[src/rtl/rtc_irq_pkg.sv]
package rtc_irq_pkg;

  localparam int unsigned SRC_CNT = 3;
  localparam int unsigned STAT_W  = 8;

  typedef enum logic [1:0] {
    SRC_PERIODIC = 2'd0,
    SRC_ALARM    = 2'd1,
    SRC_UPDATE   = 2'd2
  } src_e;

  // Status bit that holds the flag of source idx: the flags sit just
  // below the summary bit, with source 0 in the highest position.
  function automatic int unsigned flag_pos(int unsigned stat_w, int unsigned idx);
    return stat_w - 2 - idx;
  endfunction

  // Next value of a sticky flag: cleared by a read, but a new event wins.
  function automatic logic sticky_next(logic cur, logic clr, logic set);
    return (cur & ~clr) | set;
  endfunction

endpackage

[src/rtl/rtc_irq_flag_bank.sv]
module rtc_irq_flag_bank #(
  parameter int unsigned N = 3
) (
  input  logic         clk_i,
  input  logic         rst_ni,
  input  logic [N-1:0] evt_i,
  input  logic         clr_i,
  output logic [N-1:0] flag_q_o,
  output logic [N-1:0] flag_d_o
);
  import rtc_irq_pkg::*;

  for (genvar gi = 0; gi < N; gi++) begin : g_flag
    logic q;
    assign flag_d_o[gi] = sticky_next(q, clr_i, evt_i[gi]);
    always_ff @(posedge clk_i) begin
      if (!rst_ni) q <= 1'b0;
      else         q <= flag_d_o[gi];
    end
    assign flag_q_o[gi] = q;
  end

endmodule

[src/rtl/rtc_irq_summary.sv]
module rtc_irq_summary #(
  parameter int unsigned N = 3
) (
  input  logic         clk_i,
  input  logic         rst_ni,
  input  logic [N-1:0] flag_q_i,
  input  logic [N-1:0] flag_d_i,
  input  logic [N-1:0] en_i,
  input  logic         clr_i,
  output logic         intf_q_o,
  output logic         req_next_o,
  output logic         irq_oe_o
);
  import rtc_irq_pkg::*;

  logic intf_q;

  // A request exists on the next edge when any next-state flag is enabled.
  assign req_next_o = |(flag_d_i & en_i);

  always_ff @(posedge clk_i) begin
    if (!rst_ni) intf_q <= 1'b0;
    else         intf_q <= sticky_next(intf_q, clr_i, req_next_o);
  end

  assign intf_q_o = intf_q;
  // The line is pulled low while any current flag is enabled.
  assign irq_oe_o = |(flag_q_i & en_i);

endmodule

[src/rtl/rtc_irq_status_pack.sv]
module rtc_irq_status_pack #(
  parameter int unsigned N = 3,
  parameter int unsigned W = 8
) (
  input  logic [N-1:0] flag_q_i,
  input  logic         intf_q_i,
  output logic [W-1:0] status_o
);
  import rtc_irq_pkg::*;

  localparam int unsigned LOW_W = W - 1 - N;

  assign status_o[W-1] = intf_q_i;
  for (genvar gi = 0; gi < N; gi++) begin : g_pos
    assign status_o[flag_pos(W, gi)] = flag_q_i[gi];
  end
  if (LOW_W > 0) begin : g_zero
    assign status_o[LOW_W-1:0] = '0;
  end

endmodule

[src/rtl/rtc_irq_ctrl.sv]
module rtc_irq_ctrl #(
  parameter int unsigned NUM_SRC  = rtc_irq_pkg::SRC_CNT,
  parameter int unsigned STATUS_W = rtc_irq_pkg::STAT_W
) (
  input  logic                clk_i,
  input  logic                rst_ni,
  input  logic [NUM_SRC-1:0]  evt_i,
  input  logic [NUM_SRC-1:0]  en_i,
  input  logic                rd_stb_i,
  output logic [STATUS_W-1:0] status_o,
  output logic                irq_oe_o,
  output logic                irq_data_o
);

  logic [NUM_SRC-1:0] flag_q;
  logic [NUM_SRC-1:0] flag_d;
  logic               intf_q;
  logic               req_next;

  rtc_irq_flag_bank #(.N(NUM_SRC)) u_flags (
    .clk_i    (clk_i),
    .rst_ni   (rst_ni),
    .evt_i    (evt_i),
    .clr_i    (rd_stb_i),
    .flag_q_o (flag_q),
    .flag_d_o (flag_d)
  );

  rtc_irq_summary #(.N(NUM_SRC)) u_summary (
    .clk_i      (clk_i),
    .rst_ni     (rst_ni),
    .flag_q_i   (flag_q),
    .flag_d_i   (flag_d),
    .en_i       (en_i),
    .clr_i      (rd_stb_i),
    .intf_q_o   (intf_q),
    .req_next_o (req_next),
    .irq_oe_o   (irq_oe_o)
  );

  rtc_irq_status_pack #(.N(NUM_SRC), .W(STATUS_W)) u_pack (
    .flag_q_i (flag_q),
    .intf_q_i (intf_q),
    .status_o (status_o)
  );

  assign irq_data_o = 1'b0;

endmodule

[config.mk]
export PLATFORM = sky130hd
export DESIGN_NAME = rtc_irq_ctrl
export DESIGN_NICKNAME = d
export VERILOG_FILES = /design/src/rtl/rtc_irq_pkg.sv /design/src/rtl/rtc_irq_flag_bank.sv /design/src/rtl/rtc_irq_summary.sv /design/src/rtl/rtc_irq_status_pack.sv /design/src/rtl/rtc_irq_ctrl.sv
export SDC_FILE = /design/constraint.sdc
export NUM_CORES = 1
export LEC_CHECK = 0
export ABC_AREA = 1
export BUFFER_PORTS_ARGS = -buffer_cell sky130_fd_sc_hd__buf_4
export CAP_MARGIN = 25
export CORE_AREA = 5 5 42 44
export DETAILED_ROUTE_END_ITERATION = 6
export DIE_AREA = 0 0 47 49
export HOLD_SLACK_MARGIN = 0.05
export MAX_ROUTING_LAYER = met4
export PLACE_DENSITY_LB_ADDON = 0.15
export SYNTH_ARGS = -nofsm -noshare
export SYNTH_HDL_FRONTEND = slang
export SYNTH_SLANG_ARGS = --single-unit
[constraint.sdc]
create_clock -name clk_i -period 2.6 [get_ports clk_i]
set_clock_uncertainty 0.2 [all_clocks]
set_input_delay 0.26 -clock clk_i [delete_from_list [all_inputs] [get_ports clk_i]]
set_output_delay 0.26 -clock clk_i [all_outputs]
set_load 0.02 [all_outputs]
==> summary.md <==
| Metric | Value |
|---|---|
| WL/cell | 8.43 um |
| Post-CTS Hold Buffers | 0 |
| Final net count | 62 |
| Core Area | 1400 um^2 |
| Leakage | 0.202 nW |
| YS warnings | 0 |
| Total grt overflow | 0 |
| Cell Area, Synth | 254 um^2 |
| CP max stage cell | dfxtp_1 |
| Root Buffer | clkbuf_4 |
| Largest net degree at the start of global routing | 5 |
| Starting DRT DRC Count | 9 |
| Placed cells | 64 |
| Pre-antenna DRT Iters | 4 |
| Synth top area share | a little under a third |
| Cell area after layout | 342 um^2 |
| Number of diodes | 0 |
| Buf/Inv on CP | 1 |
| R2r setup slk | 1.60 ns |
| PortBufs | 13 |
| Post-CTS sizing | 0 |
| Hold Crit Class | in -> reg |
| Max clock buf depth | 2 |
| Initial core utilization | 18.1% |
| Most area-consuming cells after synthesis | dfxtp_1 32%, buf_4 27%, nand2_1 22% |
| Dpl ws | 1.47 ns |
| Outcome | complete, no violations |
| Area occupied by registers | between 80 and 90 um^2 |
| CTS tree | done |
| CTS clk-pin slew, worst paths | ~0.04 ns |
| Count of final setup violators | 0 |
| Final Hold Viols | 0 |
| Post-route setup slack | between 1 and 1.5 ns |
| Full die area | roughly 2300 um^2 |
| Initial antenna violation count | 0 |
| I/O pin cnt | 19 |
| Clock Latency Late Sink | 0.23 ns |
| Hold slack | approximately 0.1 ns |
| CP arrival | 0.86 ns |
| Synthesized flop and latch total | 4 |
| Endpoint class of the critical path | output pin |
| Fin cells | 67 |
| Setup CP Type | reg -> out |
| Share of layout cells above drive strength 1 | between 30 and 40% |
| Area after DPL | 319 um^2 |
| CTS sink count | 4 |
| Die width | between 40 and 50 um |
| Largest area contributor in the netlist | dfxtp_1 |
| Total GRT Usage | between 5 and 6% |
| Fin crit period | 1.32 ns |
| Setup tns final | 0 ns |
| Tcrit/Tclk final | around half |
| Area growth from synthesis to layout | 34.5% |
| Detailed-route via count | approximately 240 |
| Maxcap violations | 0 |
| Total CTS buffers | 3 |
| ANT nets after route | 0 |
| Vias per cell | 3.54 |
| Detailed-route DRC error count | 0 |
| Sequential area share after synthesis | between 30% and 40% |
| Critical Path Fanout Max | 3 |
| Syn_area_per_cell | 6.35 um^2 |
| CP Cell Sequence | nand2_1, nand3_1, buf_4 |
| Final wirelength | 565 um |
| First-pass GRT wire length | a little under 900 um |
| Post-CTS Setup Bufs | 0 |
| Crit start category | flip-flop |
| Footprint of the multi-input gates | just over 100 um^2 |
| Vias in the first global route | 230 |
| Die Span Y | 49 um |
| Fill count | 170 |
| Power Density | 567 nW/um^2 |
| Post-DP HPWL | 481 um |
| Placement row count | 14 |
| Final Max Slew Viols | 0 |
| WP data required | between 2 and 2.5 ns |
| H-tree depth | 1 |
| Synth Instances | 40 |
| RD Place Congestion | 0.656 |
| Largest delay share family, worst path | flip-flops |
| Peak supply drop | 199 uV |
| Fmax | 757 MHz |
| Max incr delay on CP | 0.34 ns |
| RSZ-0062 raised after global routing | false |
| Post-synth cell types | 9 |
==> cells in the mapped netlist <==
cell     number
nand2_1      15
nor2_1        2
nand3_1       1
inv_2         1
dfxtp_1       4
buf_4         9
conb_1        1
a21oi_1       3
inv_1         4
==> cell families (layout without fill, tap and decap cells) <==
kind of cell    after synthesis  in the layout  share of synthesized area, %
compound gates                3              3                          5.91
buf+inv                      14             21                          34.0
flops                         4              4                          31.5
other cells                   1              5                          1.48
simple gates                 18             18                          27.1
==> through the flow <==
step                      util (%)  power, mW
after global placement        22.8      0.118
after floorplan                  -      0.107
after CTS                     24.4      0.201
after detailed placement      22.8      0.118
final                         24.4      0.194
after global routing          24.4      0.209
==> flip-flops by register name, summed over array words and instances, names as in the netlist <==
| register | flops |
|---|---|
| u_flags.g_flag.q | 3 |
| u_summary.intf_q_o | 1 |
==> layout make-up <==
class | count | area share [%]
inverters | 5 | 5.49
flip-flops and latches | 4 | 23.4
clock buffers | 3 | 6.59
repair buffers | 13 | 28.6
multi-input cells | 26 | 30.0
well taps | 16 | 5.86
==> where the power goes <==
| part | leakage [nW] | total, mW | internal (mW) | switching, mW |
|---|---|---|---|---|
| combinational | 0.155 | 0.0469 | 0.0201 | 0.0268 |
| clock | 0.0138 | 0.0778 | 0.0517 | 0.0261 |
| sequential | 0.0335 | 0.0690 | 0.0662 | 0.00283 |
==> placed cells by master, fill, tap and decap left out <==
| master | n |
|---|---|
| nand2_1 | 15 |
| buf_4 | 13 |
| conb_1 | 5 |
| inv_1 | 4 |
| dfxtp_1 | 4 |
| a21oi_1 | 3 |
| clkbuf_4 | 3 |
| nor2_1 | 2 |
| nand3_1 | 1 |
| inv_2 | 1 |
==> worst paths after layout <==
path | from | to | cells past startpoint
worst max register to register | u_flags.g_flag[1].q | u_summary.intf_q_o | 6
worst min register to register | u_flags.g_flag[0].q | u_flags.g_flag[0].q | 2
worst max-delay path | u_flags.g_flag[1].q | irq_oe_o | 3
worst min-delay path | evt_i[1] | u_flags.g_flag[1].q | 3
==> metal layers <==
layer	GRT usage [%]	share of wire, %	wire [um]
met3	4.80	13	72
met5	-	0	0
met1	6.56	42	236
met4	2.76	2.3	13
met2	7.24	43	242
==> tightest hold or removal path: stages <==
cell     delay, ns
buf_4         0.10
inv_1         0.06
a21oi_1       0.06
No activity file was read; power rests on OpenSTA's default activity.
